**src/rtl/pcf_pkg.sv**
```systemverilog
package pcf_pkg;

   typedef enum logic {
      LD_ARMED = 1'b0,
      LD_DONE  = 1'b1
   } ld_state_e;

   typedef enum logic {
      DIR_DOWN = 1'b0,
      DIR_UP   = 1'b1
   } dir_e;

   typedef struct packed {
      logic load;
      logic step;
      dir_e dir;
   } cnt_cmd_t;

endpackage

```
**src/rtl/pcf_preset_ctrl.sv**
```systemverilog
module pcf_preset_ctrl
   import pcf_pkg::*;
#(
   parameter int unsigned CNT_W = 32
) (
   input  logic             clk,
   input  logic             rst_n,
   input  logic             wr,
   input  logic [CNT_W-1:0] wdata,
   input  logic             cmd,
   output logic [CNT_W-1:0] preset_q,
   output logic             load,
   output logic             done
);

   ld_state_e state_q;
   ld_state_e state_d;

   always_ff @(posedge clk or negedge rst_n) begin
      if (!rst_n) preset_q <= '0;
      else if (wr) preset_q <= wdata;
   end

   always_comb begin
      state_d = state_q;
      unique case (state_q)
         LD_ARMED: if (cmd) state_d = LD_DONE;
         LD_DONE:  if (!cmd) state_d = LD_ARMED;
         default:  state_d = LD_ARMED;
      endcase
   end

   always_ff @(posedge clk or negedge rst_n) begin
      if (!rst_n) state_q <= LD_ARMED;
      else        state_q <= state_d;
   end

   assign load = cmd && (state_q == LD_ARMED);
   assign done = (state_q == LD_DONE);

   // a held command keeps the completion flag set
   p_done_held_r4: assert property (@(posedge clk) disable iff (!rst_n)
      (done && cmd) |=> done);

   // a low command clears the completion flag
   p_done_clear_r5: assert property (@(posedge clk) disable iff (!rst_n)
      !cmd |=> !done);

   // an armed command completes in one edge
   p_done_set_r3: assert property (@(posedge clk) disable iff (!rst_n)
      (!done && cmd) |=> done);

endmodule

```
**src/rtl/pcf_counter.sv**
```systemverilog
module pcf_counter
   import pcf_pkg::*;
#(
   parameter int unsigned CNT_W    = 32,
   parameter bit          SATURATE = 1'b0
) (
   input  logic             clk,
   input  logic             rst_n,
   input  cnt_cmd_t         cmd,
   input  logic [CNT_W-1:0] preset,
   output logic [CNT_W-1:0] count
);

   localparam logic [CNT_W-1:0] ONE  = {{(CNT_W-1){1'b0}}, 1'b1};
   localparam logic [CNT_W-1:0] TOP  = '1;
   localparam logic [CNT_W-1:0] ZERO = '0;

   if (CNT_W < 2) begin : g_bad_width
      $error("pcf_counter: CNT_W must be at least 2");
   end

   logic [CNT_W-1:0] inc_v;
   logic [CNT_W-1:0] dec_v;

   if (SATURATE) begin : g_sat
      assign inc_v = (count == TOP)  ? count : count + ONE;
      assign dec_v = (count == ZERO) ? count : count - ONE;
   end else begin : g_wrap
      assign inc_v = count + ONE;
      assign dec_v = count - ONE;
   end

   always_ff @(posedge clk or negedge rst_n) begin
      if (!rst_n)        count <= '0;
      else if (cmd.load) count <= preset;
      else if (cmd.step) count <= (cmd.dir == DIR_UP) ? inc_v : dec_v;
   end

   // a load wins and takes the preset word
   p_load_value_r7: assert property (@(posedge clk) disable iff (!rst_n)
      cmd.load |=> (count == $past(preset)));

   // no load and no step leaves the count alone
   p_hold_r6: assert property (@(posedge clk) disable iff (!rst_n)
      (!cmd.load && !cmd.step) |=> $stable(count));

endmodule

```
**src/rtl/pcf_fault_agg.sv**
```systemverilog
module pcf_fault_agg #(
   parameter int unsigned          NUM_TRK = 3,
   parameter logic [NUM_TRK-1:0]   EN_RST  = 3'b011
) (
   input  logic               clk,
   input  logic               rst_n,
   input  logic               en_wr,
   input  logic [NUM_TRK-1:0] en_wdata,
   input  logic [NUM_TRK-1:0] det,
   input  logic               int_err,
   output logic [NUM_TRK-1:0] flag,
   output logic               any,
   output logic               invalid
);

   if (NUM_TRK < 1) begin : g_bad_trk
      $error("pcf_fault_agg: NUM_TRK must be at least 1");
   end

   logic [NUM_TRK-1:0] en_q;
   logic [NUM_TRK-1:0] masked;

   always_ff @(posedge clk or negedge rst_n) begin
      if (!rst_n)     en_q <= EN_RST;
      else if (en_wr) en_q <= en_wdata;
   end

   for (genvar t = 0; t < NUM_TRK; t++) begin : g_trk
      assign masked[t] = en_q[t] & det[t];

      always_ff @(posedge clk or negedge rst_n) begin
         if (!rst_n) flag[t] <= 1'b0;
         else        flag[t] <= masked[t];
      end

      // a disabled track never raises its flag
      p_masked_r8: assert property (@(posedge clk) disable iff (!rst_n)
         !en_q[t] |=> !flag[t]);
   end

   always_ff @(posedge clk or negedge rst_n) begin
      if (!rst_n) begin
         any     <= 1'b0;
         invalid <= 1'b0;
      end else begin
         any     <= |masked;
         invalid <= (|masked) | int_err;
      end
   end

   // combined bit tracks the per-track flags
   p_any_r10: assert property (@(posedge clk) disable iff (!rst_n)
      any == (|flag));

   // any flagged fault marks the data invalid
   p_invalid_r11: assert property (@(posedge clk) disable iff (!rst_n)
      any |-> invalid);

endmodule

```
**src/rtl/pcf_top.sv**
```systemverilog
module pcf_top
   import pcf_pkg::*;
#(
   parameter int unsigned        CNT_W    = 32,
   parameter int unsigned        NUM_TRK  = 3,
   parameter logic [NUM_TRK-1:0] EN_RST   = 3'b011,
   parameter bit                 SATURATE = 1'b0
) (
   input  logic               clk,
   input  logic               rst_n,
   input  logic               step_en,
   input  logic               step_up,
   input  logic               preset_wr,
   input  logic [CNT_W-1:0]   preset_wdata,
   input  logic               load_cmd,
   input  logic               trk_en_wr,
   input  logic [NUM_TRK-1:0] trk_en_wdata,
   input  logic [NUM_TRK-1:0] trk_open,
   input  logic               int_err,
   output logic [CNT_W-1:0]   count,
   output logic               load_done,
   output logic [NUM_TRK-1:0] trk_flag,
   output logic               open_any,
   output logic               data_invalid
);

   logic [CNT_W-1:0] preset_q;
   logic             load;
   cnt_cmd_t         cmd;

   pcf_preset_ctrl #(.CNT_W(CNT_W)) u_preset (
      .clk      (clk),
      .rst_n    (rst_n),
      .wr       (preset_wr),
      .wdata    (preset_wdata),
      .cmd      (load_cmd),
      .preset_q (preset_q),
      .load     (load),
      .done     (load_done)
   );

   assign cmd.load = load;
   assign cmd.step = step_en;
   assign cmd.dir  = step_up ? DIR_UP : DIR_DOWN;

   pcf_counter #(.CNT_W(CNT_W), .SATURATE(SATURATE)) u_counter (
      .clk    (clk),
      .rst_n  (rst_n),
      .cmd    (cmd),
      .preset (preset_q),
      .count  (count)
   );

   pcf_fault_agg #(.NUM_TRK(NUM_TRK), .EN_RST(EN_RST)) u_fault (
      .clk      (clk),
      .rst_n    (rst_n),
      .en_wr    (trk_en_wr),
      .en_wdata (trk_en_wdata),
      .det      (trk_open),
      .int_err  (int_err),
      .flag     (trk_flag),
      .any      (open_any),
      .invalid  (data_invalid)
   );

   // a refused command with no step does not move the count
   p_no_reload_r4: assert property (@(posedge clk) disable iff (!rst_n)
      (load_done && load_cmd && !step_en) |=> $stable(count));

endmodule

```
**config.mk**
```make
export PLATFORM = sky130hd
export DESIGN_NAME = pcf_top
export DESIGN_NICKNAME = d
export VERILOG_FILES = /design/src/rtl/pcf_pkg.sv /design/src/rtl/pcf_preset_ctrl.sv /design/src/rtl/pcf_counter.sv /design/src/rtl/pcf_fault_agg.sv /design/src/rtl/pcf_top.sv
export SDC_FILE = /design/constraint.sdc
export NUM_CORES = 1
export LEC_CHECK = 0
export ABC_CLOCK_PERIOD_IN_PS = 2800
export BUFFER_PORTS_ARGS = -buffer_cell sky130_fd_sc_hd__buf_2
export CAP_MARGIN = 20
export CORE_UTILIZATION = 40
export CTS_CLUSTER_SIZE = 10
export DETAILED_ROUTE_END_ITERATION = 7
export PLACE_DENSITY = 0.67
export SLEW_MARGIN = 20
export SYNTH_ARGS = -nofsm -noshare
export SYNTH_HDL_FRONTEND = slang
export SYNTH_HIERARCHICAL = 1
export SYNTH_SLANG_ARGS = --single-unit
```
**constraint.sdc**
```tcl
create_clock -name clk -period 2.8 [get_ports clk]
set_input_delay 0.28 -clock clk [delete_from_list [all_inputs] [get_ports clk]]
set_output_delay 0.28 -clock clk [all_outputs]
set_load 0.01 [all_outputs]
```
==> out/metrics.yaml <==
yosys:
  ys.flop_type: "dfrtp_1"
  synth_top_area_cell: "dfrtp_1"
  syn_area_um2: 4770
  yosysUniqueCellTypes: 68
  postSynthCellCount: 448
  synth_top_family_by_area: "compound AO/OA/AOI/OAI gates"
  netlist_top_cells_area: "dfrtp_1 (37%), mux2_4 (9.4%), ha_1 (7.9%)"
  postSynthAreaPerCell_um2: 10.6
  synthAdderAreaFrac: 0.0829
  ys_ff_latch: 73
  ys_seq_area_frac: 0.383
  synth_edf_count: 0
  synthDominantCellAreaShare: 0.372
  synth-xor-area-share: 0.0367
  async_flop_share: 1.00
  yosysWarnings: 6
  synthSimpleGateAreaFrac: 0.113
  synth.mux.area_fraction: 0.136
  synth_compound_area_frac: 0.200
  syn_nets: 525
global_routing:
  globalRouteOverflowTotal: 0
  antenna_found_initial: 0
  first_global_vias: 3951
  grt_max_degree: 35
  grtUsageTotal: 0.190
  grt_pass1_wl_um: 18800
run:
  maxCapViolations: 0
route:
  wl_met2_um: 5370
  drtPass1Iterations: 7
  drt_iter0_drc: 158
  route.detailed.drc: 11
  routedWlPerCell_um: 15.5
  via_per_inst: 5.37
  via_count: 3939
  ant_nets: 0
  dr.max_layer_used: "met4"
  wl_met3_um: 426
  finalWirelength_um: 11300
  wl_met1_um: 5370
timing:
  hold_viol: 0
  min_period_over_period: 0.974
  worstMarginPinSlew_ns: 0.635
  timing.setup.tns_ns: 0
  fmax_mhz: 367
  setup_viol: 0
  slew-limit-headroom: 0.576
  slew_viol_final: 0
  fin_skew_ns: 0.00847
  period_minus_slack_ns: 2.73
power_and_ir_drop:
  power.leakage_nw: 2.94
  p_per_area_nw_per_um2: 1040
  ir_drop_v: 0.000388
worst_setup_path:
  end_kind: "flip-flop"
  start_kind: "flip-flop"
  cp.arrival_ns: 2.95
  crit_type: "flip-flop to flip-flop"
  worstPathMaxFanout: 4
  worstPathRequired_ns: 3.03
die:
  ios: 84
  die_h_um: 111
  die_x_um: 111
  fp-row-count: 39
  core_um2: 11500
  initial_utilization: 0.414
  dieArea_um2: 12400
final_layout:
  finalNonFillerCells: 733
  drive_gt1_frac: 0.395
  layout.nets: 662
  antenna_cells: 0
  areaGrowthSynthToFinish_pct: 29.9
clock_tree:
  clkSinkCount: 73
  clock_path_buffers: 2
  worstSkewPairLatency_ns: 0.34
  cts_buffers: 9
  cts_tree: "done"
  path_clk_slew_ns: 0.06
  h-tree-depth: 3
  cts_root_buf: "clkbuf_16"
outcome:
  violations: "DRC"
  status: "complete, but fails checks"
place:
  place.gp.congestion: 0.849
  port_buffers: 83
  dp_cells: 712
  dp.final_hpwl_um: 8490
worst_hold_path:
  hp-class: "input pin to flip-flop"
-- layer usage --
layer	global-route usage	vias up
met2	0.306	71
met3	0.0443	15
met4	0.0703	0
met5	0	-
met1	0.247	1919
li1	-	1934
-- per-stage QoR --
step                      power [mW]  utilization  area, um^2  setup slack (ns)  hold WS [ns]
final                           6.46        0.538        6200            0.0737        0.0656
after global routing            6.90        0.538        6200           -0.0454        0.0543
after CTS                       6.28        0.526        6060           0.00357        0.0497
after detailed placement        4.80        0.491        5660            -0.261         0.264
after global placement          4.71        0.491        5660            -0.185         0.258
after floorplan                 3.65            -        4790            -0.202       -0.0156
-- logic make-up after synthesis --
| family | count (synthesis) |
|---|---|
| XOR/XNOR | 20 |
| adder cells (fa/ha/maj) | 31 |
| buffers and inverters | 32 |
| flip-flops | 73 |
| AO/OA/AOI/OAI | 137 |
| multiplexers | 49 |
| AND/OR/NAND/NOR | 106 |
-- report_power, final --
part / leakage [nW] / switching (mW) / internal, mW / total (mW)
Sequential: 0.861 / 0.279 / 1.33 / 1.61
Clock: 0.180 / 0.450 / 0.961 / 1.41
Combinational: 1.90 / 1.71 / 1.73 / 3.44
-- worst paths after layout --
check | startpoint | end | slack [ns] | cells after the start
max | u_counter/count[6] | u_counter/count[30] | 0.07 | 10
min | load_cmd | u_preset/done | 0.07 | 1
max reg2reg | u_counter/count[6] | u_counter/count[30] | 0.07 | 10
min reg2reg | u_preset/preset_q[10] | u_counter/count[10] | 0.49 | 2
max in group asynchronous | rst_n | u_fault/en_q[1] | 1.64 | 3
min in group asynchronous | rst_n | u_preset/preset_q[3] | 0.43 | 2
-- placed cells by master, fill, tap and decap left out, drive strengths merged, types with 11 or more instances in the layout --
master  count
a21oi      31
buf       144
dfrtp      71
inv        12
xnor2      11
nand2      32
mux2i      13
nor2       23
ha         30
mux2       36
o21ai      41
-- cells in the mapped netlist, types with 3 or more instances --
cell and number:
a31oi_1 6, a211oi_1 6, ha_1 30, xor2_1 9
a22oi_1 7, xnor2_1 11, o21ai_0 37, dfrtp_1 71
nand2_1 32, buf_6 3, nand4_1 4, nor2b_1 5
mux2_4 30, clkbuf_1 5, o21a_1 8, nand3_1 7
o21ai_1 4, mux2_2 3, a21o_1 8, inv_1 13
mux2_1 3, mux2i_1 13, nor2_1 22, clkbuf_8 4
nor3_1 4, and3_1 4, a21oi_1 29, buf_12 3
nand2b_1 7, and2_1 3, o211ai_1 4, a221o_1 3
nand3b_1 5
-- final cells by class --
class / instances / area [um^2]
clock buffers: 9 / 225
well taps: 143 / 179
flip-flops and latches: 73 / 1830
clock inverters: 7 / 143
multi-input cells: 343 / 2860
fillers: 1066 / 5320
inverters: 13 / 52.6
repair buffers: 145 / 908
-- registers in the layout, summed over array words and instances (netlist names) --
register,count
u_fault/flag,3
u_counter/count,32
u_fault/any,1
u_fault/invalid,1
u_preset/preset_q,32
u_fault/en_q,3
u_preset/done,1
-- worst max-delay path, cell delays in order, from the launching register on --
cell and delay (ns):
dfrtp_1 0.40, ha_1 0.35, nand2_1 0.11, o21bai_2 0.21, o311a_4 0.25, o2111ai_4 0.16
a311oi_4 0.39, a31oi_2 0.16, o21ai_1 0.21, mux2i_1 0.11, a221o_1 0.26
-- what timing repair did --
action	CTS	global route
hold buffers	1	0
endpoints found under the setup margin	1	13
resized for setup	3	21
pin swaps	2	13
buffers inserted	1	3
cloned	0	0
endpoints found under the hold margin	16	0
(Power assumes the default switching activity.)
